--- config.mk ---
export PLATFORM = sky130hd
export DESIGN_NAME = dual_blink_gen
export DESIGN_NICKNAME = d
export VERILOG_FILES = /design/src/rtl/blink_pkg.sv /design/src/rtl/blink_rst_sync.sv /design/src/rtl/blink_timebase.sv /design/src/rtl/blink_channel.sv /design/src/rtl/dual_blink_gen.sv
export SDC_FILE = /design/constraint.sdc
export NUM_CORES = 1
export LEC_CHECK = 0
export BUFFER_PORTS_ARGS = -buffer_cell sky130_fd_sc_hd__buf_4
export CORE_MARGIN = 2
export CORE_UTILIZATION = 35
export CTS_CLUSTER_DIAMETER = 120
export DETAILED_ROUTE_END_ITERATION = 7
export GPL_TIMING_DRIVEN = 0
export MAX_ROUTING_LAYER = met4
export SLEW_MARGIN = 20
export SYNTH_ARGS = -nofsm -noshare
export SYNTH_HDL_FRONTEND = slang
export SYNTH_SLANG_ARGS = --single-unit
--- constraint.sdc ---
create_clock -name clk_i -period 2.3 [get_ports clk_i]
set_input_delay 0.46 -clock clk_i [delete_from_list [all_inputs] [get_ports clk_i]]
set_output_delay 0.46 -clock clk_i [all_outputs]
set_load 0.02 [all_outputs]
--- src/rtl/blink_pkg.sv ---
package blink_pkg;

  localparam int SET_W          = 8;
  localparam int STEP_W         = 8;
  localparam int STEPS_PER_PER  = 1 << STEP_W;
  localparam int BASE_RATE_HZ   = 38;

  typedef struct packed {
    logic [SET_W-1:0] psc;
    logic [SET_W-1:0] duty;
  } blink_cfg_t;

  // Clock cycles per timebase tick for a given clock frequency, at least 1.
  function automatic int calc_tick_div(input int clk_hz);
    int d;
    d = clk_hz / (BASE_RATE_HZ * STEPS_PER_PER);
    if (d < 1) d = 1;
    return d;
  endfunction

endpackage

--- src/rtl/blink_rst_sync.sv ---
module blink_rst_sync (
  input  logic clk_i,
  input  logic rst_ni,
  output logic rst_no
);

  logic [1:0] sync_q;

  always_ff @(posedge clk_i or negedge rst_ni) begin
    if (!rst_ni) sync_q <= 2'b00;
    else         sync_q <= {sync_q[0], 1'b1};
  end

  assign rst_no = sync_q[1];

endmodule

--- src/rtl/blink_timebase.sv ---
module blink_timebase #(
  parameter int TICK_DIV = 2
) (
  input  logic clk_i,
  input  logic rst_ni,
  output logic tick_o
);

  localparam int CNT_W = (TICK_DIV > 1) ? $clog2(TICK_DIV) : 1;
  localparam logic [CNT_W-1:0] LAST = CNT_W'(TICK_DIV - 1);

  logic [CNT_W-1:0] cnt_q, cnt_d;
  logic             wrap;

  always_comb begin
    wrap  = (cnt_q == LAST);
    cnt_d = wrap ? '0 : cnt_q + 1'b1;
  end

  always_ff @(posedge clk_i or negedge rst_ni) begin
    if (!rst_ni) cnt_q <= '0;
    else         cnt_q <= cnt_d;
  end

  assign tick_o = wrap;

endmodule

--- src/rtl/blink_channel.sv ---
module blink_channel
  import blink_pkg::*;
(
  input  logic       clk_i,
  input  logic       rst_ni,
  input  logic       tick_i,
  input  blink_cfg_t cfg_i,
  output logic       blink_o,
  output logic       bound_o
);

  localparam logic [STEP_W-1:0] LAST_STEP = '1;

  logic [SET_W-1:0]  rep_q, rep_d;
  logic [STEP_W-1:0] step_q, step_d;
  blink_cfg_t        act_q, act_d;
  logic              blink_q, blink_d;
  logic              step_end;

  // Next-state: repeat counter spans one step, step counter spans one period.
  always_comb begin
    rep_d    = rep_q;
    step_d   = step_q;
    act_d    = act_q;
    step_end = (rep_q == act_q.psc);
    bound_o  = tick_i & step_end & (step_q == LAST_STEP);
    if (step_end) begin
      rep_d  = '0;
      step_d = step_q + 1'b1;
      if (step_q == LAST_STEP) act_d = cfg_i;
    end else begin
      rep_d = rep_q + 1'b1;
    end
    blink_d = (step_d < act_d.duty);
  end

  always_ff @(posedge clk_i or negedge rst_ni) begin
    if (!rst_ni) begin
      rep_q   <= '0;
      step_q  <= '0;
      act_q   <= '0;
      blink_q <= 1'b0;
    end else if (tick_i) begin
      rep_q   <= rep_d;
      step_q  <= step_d;
      act_q   <= act_d;
      blink_q <= blink_d;
    end
  end

  assign blink_o = blink_q;

endmodule

--- src/rtl/dual_blink_gen.sv ---
module dual_blink_gen
  import blink_pkg::*;
#(
  parameter int NUM_CH  = 2,
  parameter int CLK_HZ  = 50_000_000,
  parameter int SIM_DIV = 0
) (
  input  logic                    clk_i,
  input  logic                    rst_ni,
  input  logic [NUM_CH*SET_W-1:0] psc_i,
  input  logic [NUM_CH*SET_W-1:0] duty_i,
  output logic [NUM_CH-1:0]       blink_o
);

  localparam int TICK_DIV = (SIM_DIV > 0) ? SIM_DIV : calc_tick_div(CLK_HZ);

  logic              rst_sync_n;
  logic              tick;
  logic [NUM_CH-1:0] bound;

  blink_rst_sync u_rst_sync (
    .clk_i  (clk_i),
    .rst_ni (rst_ni),
    .rst_no (rst_sync_n)
  );

  blink_timebase #(.TICK_DIV(TICK_DIV)) u_timebase (
    .clk_i  (clk_i),
    .rst_ni (rst_sync_n),
    .tick_o (tick)
  );

  for (genvar c = 0; c < NUM_CH; c++) begin : g_ch
    blink_cfg_t cfg;
    assign cfg.psc  = psc_i[c*SET_W +: SET_W];
    assign cfg.duty = duty_i[c*SET_W +: SET_W];

    blink_channel u_chan (
      .clk_i   (clk_i),
      .rst_ni  (rst_sync_n),
      .tick_i  (tick),
      .cfg_i   (cfg),
      .blink_o (blink_o[c]),
      .bound_o (bound[c])
    );
  end

endmodule

==> reports/qor.txt <==
==========================================================================================
Outcome                                                                       finished with violations
Violated checks                                                               negative setup slack
Critical Path Source                                                          g_ch[1].u_chan.rep_q[0]
Final min period                                                                   2.86 ns
Final worst-path setup slack                                                     -0.563 ns
Port Buffer Count                                                                       35
Initial antenna violation count                                                          0
Most common cell after layout, fill and taps aside                                 dfrtp_1
Setup repair after global routing missed its margin                                    yes
TritonCTS sink count                                                                    81
Remaining Overflow, GRT                                                                  0
Final Routed Wirelength                                                            9490 um
Summed instance area of the synthesized netlist                                0.00447 mm2
Pin count of the biggest net entering global routing                                    46
Worst-path fanout max                                                                    7
Total clock buffers created by CTS                                                       9
Vias in the first global route                                                       3,258
Y dimension of the die                                                              117 um
Routed vias/inst                                                                      4.87
Worst ir drop on vdd                                                                309 uV
Flop2flop setup slack                                                             -0.56 ns
Clock edge transition at the registers on the reported setup and hold paths        0.06 ns
Highest Clock Rate                                                                 349 MHz
Violation count after the first detailed-route iteration                                97
Number of cell rows                                                                     41
Worst hold-check path type                                                       reg2async
Type of origin of the critical path                                               register
Worst Setup Path Type                                                              reg2reg
Primary flip-flop cell chosen by synthesis mapping                                 dfrtp_1
Clock tree from TritonCTS                                                             done
Fin. Hold Viols                                                                          0
Detailed placement HPWL                                                            6530 um
Pre-Repair DR Iteration Count                                                            6
Crit path capture type                                                            register
Worst-case clock buffer depth                                                            2
Count of boundary I/O pins                                                              36
Required time at the endpoint of the critical path                                 2.53 ns
Proportion of synthesized chip area in sequential cells                              45.3%
Share of flip-flops with an asynchronous set or reset                                 100%
Path depth of the worst reg2reg path                                                    12
Final Slew Violations                                                                    0
Total Die Area                                                                  0.0137 mm2
Ys Warns                                                                                 0
Synthesized area divided by synthesized cell count                                11.0 um2
Setup tns final                                                                   -1.00 ns
Area of the core                                                                0.0126 mm2
Routed via count                                                                     3,248
Initial core utilization                                                             35.6%
Post-route DRC violation count                                                           0
Share of the synthesized area in the top cell type                                   45.3%
First-pass GRT wire length                                                       15,700 um
Number of antenna-violating nets in the routed design                                    0
Post-synthesis cell count                                                              408
Chip width                                                                          117 um
Setup clock skew after layout                                                   0.00990 ns
Combined global-route utilization of all metal layers                                15.4%
Reported leakage power                                                             2.79 nW
Cell taking the most area after synthesis                                          dfrtp_1
Arrival time at the worst endpoint                                                 3.09 ns
Post-layout nets                                                                       544
GPL Wtd Cong                                                                         0.782
Overall power consumption                                                        0.00314 W
Final setup viols                                                                        2
Layout cells sized above 1                                                           35.6%
Register bit count reported by yosys                                                    81
Cell types occupying the most area after synthesis                            dfrtp_1 (45%), mux2_2 (8.6%), xor2_1 (7.8%)
Number of max-cap violations                                                             0
Launching point of the worst reg2reg path                                     g_ch[1].u_chan.rep_q[0]
Part of the cycle the worst path needs                                                124%
Wire length per cell after detailed routing                                        14.2 um
Crit path capture                                                             g_ch[1].u_chan.blink_o
Diodes inserted                                                                          0
Synthesized Nets                                                                       462
Library cell used as clock root buffer                                           clkbuf_16
Worst-skew pair later-pin latency                                                  0.35 ns
Most frequent cells in the layout                                             dfrtp_1 (76), buf_4 (73), xor2_1 (40)
Number of distinct library cells after synthesis                                        48
EDFF count, synth                                                                        0
Power per cell area                                                             537 mW/mm2
Layout overhead on the synthesized area                                              30.4%
Final design utilization                                                             46.4%
Endpoint of the worst-slack reg-to-reg timing path                            g_ch[1].u_chan.blink_o
Htree depth                                                                              3
==========================================================================================
==> metrics by stage <==
step	hold WS [ns]	setup slack, ns	instance area (um2)	cells
after floorplan	0.164	-0.349	4540	408
after global placement	0.245	-0.867	5020	615
after detailed placement	0.245	-0.969	5050	616
after CTS	0.326	-0.638	5760	661
after global routing	0.342	-0.704	5830	667
final	0.304	-0.563	5830	667
==> layer usage <==
metal / up-vias / track usage (%) / share of wire, %
met5: - / - / 0
met4: 0 / 5.41 / 1.7
met3: 9 / 3.45 / 2.2
met2: 26 / 24.6 / 49
met1: 1595 / 19.3 / 47
li1: 1618 / - / -
==> cells by family after synthesis <==
| family | Yosys count | share of synthesized area, % |
|---|---|---|
| AOI/OAI and AO/OA | 39 | 5.68 |
| xor gates and xnor gates | 53 | 10.4 |
| adders and majority gates | 20 | 5.60 |
| buffers and inverters | 20 | 2.35 |
| DFF | 81 | 45.3 |
| muxes | 52 | 12.7 |
| other | 1 | 0.0839 |
| and+or+nand+nor | 142 | 17.9 |
==> Yosys cell counts, types with 3 or more instances <==
cell      instances
clkbuf_1          4
nand4_1           7
or2_2             3
a21o_1            5
mux2_2           34
buf_2             6
a22o_1            5
nor3_2            6
inv_1             5
nand2_1          32
xor2_1           40
mux2i_1          15
and3_1            7
nor2_1           25
o21ai_0          14
dfrtp_1          81
a21oi_1           6
nor3_1           10
xnor2_1          13
ha_1             20
nor2b_1           5
nor4_1            6
mux2_1            3
nand3_1          22
==> worst min-delay path by stage <==
| stage | start | endpoint | slack [ns] | depth (start not counted) |
|---|---|---|---|---|
| finish | u_rst_sync.sync_q[1] | g_ch[0].u_chan.rep_q[6] | 0.30 | 0 |
| detailed placement | rst_ni | u_rst_sync.sync_q[0] | 0.25 | 1 |
| floorplan | rst_ni | u_rst_sync.sync_q[0] | 0.16 | 0 |
| CTS | u_rst_sync.sync_q[1] | g_ch[0].u_chan.rep_q[6] | 0.33 | 0 |
| global placement | rst_ni | u_rst_sync.sync_q[0] | 0.25 | 1 |
| global route | psc_i[7] | g_ch[0].u_chan.act_q[15] | 0.34 | 2 |
==> state kept, by name, summed over array words and instances (netlist names) <==
signal,flops
g_ch.u_chan.act_q,32
g_ch.u_chan.rep_q,16
g_ch.u_chan.step_q,16
u_timebase.cnt_q,13
g_ch.u_chan.blink_o,2
u_rst_sync.sync_q,2
==> worst max-delay path: stages (launching register included) <==
cell and delay, ns:
dfrtp_1 0.40, xor2_1 0.16, nor4_2 0.27, buf_4 0.17
and2_4 0.15, buf_8 0.11, nand2_8 0.08, mux2i_2 0.18
ha_1 0.31, nand4_1 0.18, nor4_4 0.32, nand4_1 0.13
o311a_1 0.30
==> layout make-up <==
type / count / area, um2
Multi-Input combinational cell: 307 / 2530
Buffer: 13 / 124
Tap cell: 172 / 215
Clock buffer: 14 / 274
Fill cell: 1161 / 6740
Inverter: 5 / 18.8
Timing Repair Buffer: 73 / 598
Sequential cell: 81 / 2040
Clock inverter: 2 / 35.0
==> where the power goes <==
group | leakage, nW | switching (W) | internal (W)
registers | 0.983 | 0.0000314 | 0.00146
logic | 1.65 | 0.0000663 | 0.0000957
clock network | 0.153 | 0.000556 | 0.000929
total | 2.79 | 0.000654 | 0.00248
==> what timing repair did <==
item | in CTS | in global routing
resized for setup | 40 | 7
cloned | 1 | 0
endpoints found under the hold margin | 2 | 0
hold buffers | 1 | 0
setup endpoints to repair | 43 | 11
buffers inserted | 28 | 7
pin swaps | 20 | 18
Power figures use the tool's default switching activity.
